### config.mk
export PLATFORM = sky130hd
export DESIGN_NAME = burst_addr_seq
export DESIGN_NICKNAME = d
export VERILOG_FILES = /design/src/rtl/burst_seq_pkg.sv /design/src/rtl/burst_op_sel.sv /design/src/rtl/burst_beat_ctr.sv /design/src/rtl/burst_order_map.sv /design/src/rtl/burst_addr_seq.sv
export SDC_FILE = /design/constraint.sdc
export NUM_CORES = 1
export LEC_CHECK = 0
export ABC_AREA = 1
export BUFFER_PORTS_ARGS = -buffer_cell sky130_fd_sc_hd__buf_2
export CAP_MARGIN = 5
export CORE_AREA = 2 2 39 41
export CTS_CLUSTER_DIAMETER = 40
export DETAILED_ROUTE_END_ITERATION = 7
export DIE_AREA = 0 0 41 43
export PLACE_DENSITY = 0.41
export SYNTH_ARGS = -nofsm -noshare
export SYNTH_HDL_FRONTEND = slang
export SYNTH_SLANG_ARGS = --single-unit
### constraint.sdc
create_clock -name clk -period 0.85 [get_ports clk]
set_input_delay 0.085 -clock clk [delete_from_list [all_inputs] [get_ports clk]]
set_output_delay 0.085 -clock clk [all_outputs]
set_load 0.02 [all_outputs]
### src/rtl/burst_seq_pkg.sv
package burst_seq_pkg;
    typedef enum logic {
        ORD_LINEAR     = 1'b0,
        ORD_INTERLEAVE = 1'b1
    } order_e;

    typedef enum logic {
        ST_IDLE  = 1'b0,
        ST_BURST = 1'b1
    } seq_state_e;

    typedef enum logic [1:0] {
        OP_HOLD = 2'd0,
        OP_STEP = 2'd1,
        OP_LOAD = 2'd2
    } seq_op_e;
endpackage

### src/rtl/burst_op_sel.sv
module burst_op_sel
    import burst_seq_pkg::*;
(
    input  logic    load_i,
    input  logic    step_i,
    output seq_op_e op_o
);
    always_comb begin
        if (load_i)
            op_o = OP_LOAD;
        else if (step_i)
            op_o = OP_STEP;
        else
            op_o = OP_HOLD;
    end
endmodule

### src/rtl/burst_beat_ctr.sv
module burst_beat_ctr #(
    parameter int BEAT_BITS = 2
) (
    input  logic                 clk,
    input  logic                 rst_n,
    input  logic                 clear_i,
    input  logic                 advance_i,
    output logic [BEAT_BITS-1:0] beat_o
);
    typedef logic [BEAT_BITS-1:0] beat_t;
    beat_t beat_q;

    always_ff @(posedge clk) begin
        if (!rst_n)
            beat_q <= '0;
        else if (clear_i)
            beat_q <= '0;
        else if (advance_i)
            beat_q <= beat_q + beat_t'(1);
    end

    assign beat_o = beat_q;

    AST_BEAT_CLEAR: assert property (@(posedge clk) disable iff (!rst_n)
        clear_i |=> beat_o == '0);
    AST_BEAT_STEP: assert property (@(posedge clk) disable iff (!rst_n)
        (advance_i && !clear_i) |=> beat_o == beat_t'($past(beat_o) + beat_t'(1)));
endmodule

### src/rtl/burst_order_map.sv
module burst_order_map
    import burst_seq_pkg::*;
#(
    parameter int BEAT_BITS = 2
) (
    input  logic [BEAT_BITS-1:0] start_i,
    input  logic [BEAT_BITS-1:0] beat_i,
    input  order_e               order_i,
    output logic [BEAT_BITS-1:0] addr_o
);
    logic [BEAT_BITS-1:0] lin_addr;
    logic [BEAT_BITS-1:0] ilv_addr;

    assign lin_addr = start_i + beat_i;

    for (genvar b = 0; b < BEAT_BITS; b++) begin : g_ilv_bit
        assign ilv_addr[b] = start_i[b] ^ beat_i[b];
    end

    always_comb begin
        unique case (order_i)
            ORD_LINEAR:     addr_o = lin_addr;
            ORD_INTERLEAVE: addr_o = ilv_addr;
            default:        addr_o = lin_addr;
        endcase
    end
endmodule

### src/rtl/burst_addr_seq.sv
module burst_addr_seq
    import burst_seq_pkg::*;
#(
    parameter int BEAT_BITS = 2
) (
    input  logic                 clk,
    input  logic                 rst_n,
    input  logic                 load_i,
    input  logic                 step_i,
    input  logic                 order_i,
    input  logic [BEAT_BITS-1:0] start_i,
    output logic [BEAT_BITS-1:0] addr_o
);
    typedef logic [BEAT_BITS-1:0] ofs_t;

    seq_state_e state_q, state_d;
    seq_op_e    op;
    ofs_t       start_q;
    order_e     order_q;
    ofs_t       beat;
    ofs_t       mapped;
    logic       advance;

    burst_op_sel u_op_sel (
        .load_i (load_i),
        .step_i (step_i),
        .op_o   (op)
    );

    assign advance = (op == OP_STEP) && (state_q == ST_BURST);

    burst_beat_ctr #(.BEAT_BITS(BEAT_BITS)) u_beat_ctr (
        .clk       (clk),
        .rst_n     (rst_n),
        .clear_i   (op == OP_LOAD),
        .advance_i (advance),
        .beat_o    (beat)
    );

    burst_order_map #(.BEAT_BITS(BEAT_BITS)) u_order_map (
        .start_i (start_q),
        .beat_i  (beat),
        .order_i (order_q),
        .addr_o  (mapped)
    );

    // next-state selection
    always_comb begin
        state_d = state_q;
        unique case (state_q)
            ST_IDLE:  if (op == OP_LOAD) state_d = ST_BURST;  // IDLE_TO_BURST
            ST_BURST: state_d = ST_BURST;                     // RELOAD / STEP / HOLD
            default:  state_d = ST_IDLE;
        endcase
    end

    // state register plus burst context captured on load
    always_ff @(posedge clk) begin
        if (!rst_n) begin
            state_q <= ST_IDLE;
            start_q <= '0;
            order_q <= ORD_LINEAR;
        end else begin
            state_q <= state_d;
            if (op == OP_LOAD) begin
                start_q <= start_i;
                order_q <= order_e'(order_i);
            end
        end
    end

    // output process
    always_comb begin
        unique case (state_q)
            ST_IDLE:  addr_o = '0;
            ST_BURST: addr_o = mapped;
            default:  addr_o = '0;
        endcase
    end

    AST_IDLE_ZERO: assert property (@(posedge clk) disable iff (!rst_n)
        (state_q == ST_IDLE) |-> addr_o == '0);
    AST_LOAD_START: assert property (@(posedge clk) disable iff (!rst_n)
        load_i |=> addr_o == $past(start_i));
    AST_HOLD_STABLE: assert property (@(posedge clk) disable iff (!rst_n)
        (!load_i && !step_i) |=> $stable(addr_o));
    AST_LINEAR_STEP: assert property (@(posedge clk) disable iff (!rst_n)
        (step_i && !load_i && state_q == ST_BURST && order_q == ORD_LINEAR)
        |=> addr_o == ofs_t'($past(addr_o) + ofs_t'(1)));
    AST_ILV_STEP: assert property (@(posedge clk) disable iff (!rst_n)
        (step_i && !load_i && state_q == ST_BURST && order_q == ORD_INTERLEAVE)
        |=> (addr_o ^ start_q) == ofs_t'($past(beat) + ofs_t'(1)));
    AST_IDLE_STEP: assert property (@(posedge clk) disable iff (!rst_n)
        (state_q == ST_IDLE && !load_i) |=> state_q == ST_IDLE);
endmodule

==> impl_metrics.json <==
{
  "outcome": "complete, but fails checks",
  "violations": "setup timing",
  "cts_made_buffers": 3,
  "io_buffers": 8,
  "drt-total-wl_um": 674,
  "cts_max_level": 1,
  "layout_commonest_cell": "nand2_1",
  "clockBufferDepth": 2,
  "nNetsFinal": 67,
  "dieArea_sq_um": 1760,
  "clk_latency_ns": 0.24,
  "grt_overflow": 0,
  "start_util_pct": 20.3,
  "postSynthAreaPerCell_sq_um": 6.67,
  "crit_path_start_kind": "flip-flop",
  "rsz0062_at_grt": "true",
  "ctsRootBufferMaster": "clkbuf_4",
  "rows": 14,
  "p_leak_nw": 0.206,
  "p_total_w": 0.000656,
  "cp.arrival_ns": 1.12,
  "postCtsHoldBufs": 0,
  "power.density_nw_per_um2": 1440,
  "synth_fp_nets": 50,
  "ys_warn_count": 0,
  "dr.pass1.iters": 5,
  "drc": 0,
  "comb_power_share_pct": 13.6,
  "crit_fanout": 2,
  "ios": 9,
  "fp.dieW_um": 41,
  "ys_types": 10,
  "maxSlewViolCount": 0,
  "critPathBufInv": 1,
  "internal_power_w": 0.000496,
  "skew_ns": 0.0000586,
  "slowest_delay_ns": 0.35,
  "slowest_stage": "dfxtp_4",
  "seq_power_share_pct": 46.5,
  "ant_nets": 0,
  "place_congestion": 0.682,
  "wl_per_cell_um": 9.23,
  "coreArea_sq_um": 1380,
  "fp.dieH_um": 43,
  "synth-seq-cells": 6,
  "hold_viol": 0,
  "criticalPathCategory": "reg2out",
  "tightest_slew_ns": 0.144,
  "path_cells": "ha_4, nand2_4, nand3_2, nand2_2, nor2_4, buf_6",
  "hold_ws_ns": 0.0833,
  "cts_sinks": 6,
  "clockPowerShare_pct": 39.9,
  "cp_top_family": "flip-flops",
  "ys_seq_area_share_pct": 42.9,
  "vdd_drop_max_v": 0.000610,
  "num_antenna_cells": 0,
  "maxCapViolCount": 0,
  "syn_inst": 42,
  "area_delta_synth_final_pct": 62.9,
  "fin_crit_ns": 1.20,
  "cts.clk_slew.worst_paths_ns": 0.04,
  "via_per_inst": 4.34,
  "place_hpwl_um": 474,
  "final_layout_size_suffix_gt1_share_pct": 49.1,
  "grt_pass1_wl_um": 1130,
  "routed-via-count": 317,
  "p_switching_w": 0.000160,
  "sw_frac_of_total_pct": 24.4,
  "max_freq_ghz": 0.831,
  "setup_ws_ns": -0.354,
  "end_kind": "output pin",
  "cts_tree": "done",
  "grt_pass1_vias": 287,
  "min_path_type": "in2reg",
  "fin_crit_sh_pct": 142,
  "grt_max_degree": 8,
  "layout_common_cells": "nand2_1, buf_2, inv_1, a21oi_1, buf_4",
  "drt_iter0_drc": 3,
  "setup_viol": 2,
  "required_ns": 0.76,
  "slew_headroom_pct": 90.3,
  "antenna_found_initial": 0,
  "syn_area_sq_um": 280,
  "track_usage_pct": 10.1
}
==> registers in the layout (all words and copies together), names as in the netlist <==
name               cells
order_q                1
state_q                1
start_q                2
u_beat_ctr.beat_o      2
==> Yosys cell counts <==
| cell | number | share of area [%] |
|---|---|---|
| a21oi_1 | 5 | 8.9 |
| dfxtp_1 | 6 | 43 |
| ha_1 | 1 | 4.5 |
| inv_1 | 5 | 6.7 |
| inv_2 | 1 | 1.3 |
| nand2_1 | 14 | 19 |
| nand3_1 | 2 | 3.6 |
| nor2_1 | 4 | 5.4 |
| o21a_1 | 1 | 2.7 |
| o21ai_0 | 3 | 5.4 |
==> per-layer routing <==
metal  wire length [um]  up-vias  track usage (%)
met5                  0        -                0
met4                 15        0             8.00
met3                 20        2             3.14
met2                365        7             14.4
met1                273      143             11.7
li1                   -      165                -
==> area by class of cell <==
cell class	count	area [sq um]
repair buffers	12	82.6
well taps	16	20.0
fillers	164	927
inverters	6	22.5
clock buffers	3	22.5
flip-flops and latches	6	130
multi-input cells	30	179
==> per-stage QoR <==
step           utilization (%)  std cells  setup WS [ns]  instance area, sq um  TNS (ns)
2_1_floorplan                -         42        -0.0583                   289   -0.0583
3_3_place_gp              26.9         69         -0.210                   372    -0.274
4_1_cts                   32.4         73         -0.349                   448    -0.621
3_5_place_dp              26.9         69         -0.215                   372    -0.267
5_1_grt                   33.0         73         -0.413                   457    -0.844
6_report                  33.0         73         -0.354                   457    -0.641
==> timing repair <==
item	in CTS	in global routing
buffers inserted	1	0
cloned	0	0
resized for setup	14	4
pin swaps	3	0
endpoints found under the setup margin	2	4
==> tightest hold or removal path: cells and delay by family <==
family / cells / cell delay [ns]
buf+inv: 1 / 0.08
simple gates: 2 / 0.13
==> power by group through the flow <==
stage	combinational, W	clock, W	sequential [W]
floorplan	0.0000415	0	0.000309
global placement	0.0000742	0	0.000311
detailed placement	0.0000740	0	0.000311
CTS	0.0000871	0.000273	0.000309
global route	0.000101	0.000295	0.000307
finish	0.0000892	0.000261	0.000305
==> worst paths after layout <==
check                                         start                                 to  slack [ns]  cells after the start
setup / recovery  u_beat_ctr.beat_o[0]$_SDFFE_PP0P_                          addr_o[1]       -0.35                      6
setup reg to reg  u_beat_ctr.beat_o[0]$_SDFFE_PP0P_  u_beat_ctr.beat_o[1]$_SDFFE_PP0P_           0                      6
hold / removal                           start_i[0]            start_q[0]$_SDFFE_PN0N_        0.08                      3
hold reg to reg                  state_q$_SDFF_PN0_                 state_q$_SDFF_PN0_        0.50                      1
==> cell families after synthesis <==
family	share of synthesized area [%]
flip-flops	42.9
AND/OR/NAND/NOR	27.7
adder cells (fa/ha/maj)	4.46
buffers and inverters	8.04
AO/OA/AOI/OAI	17.0
Power figures use the tool's default switching activity.
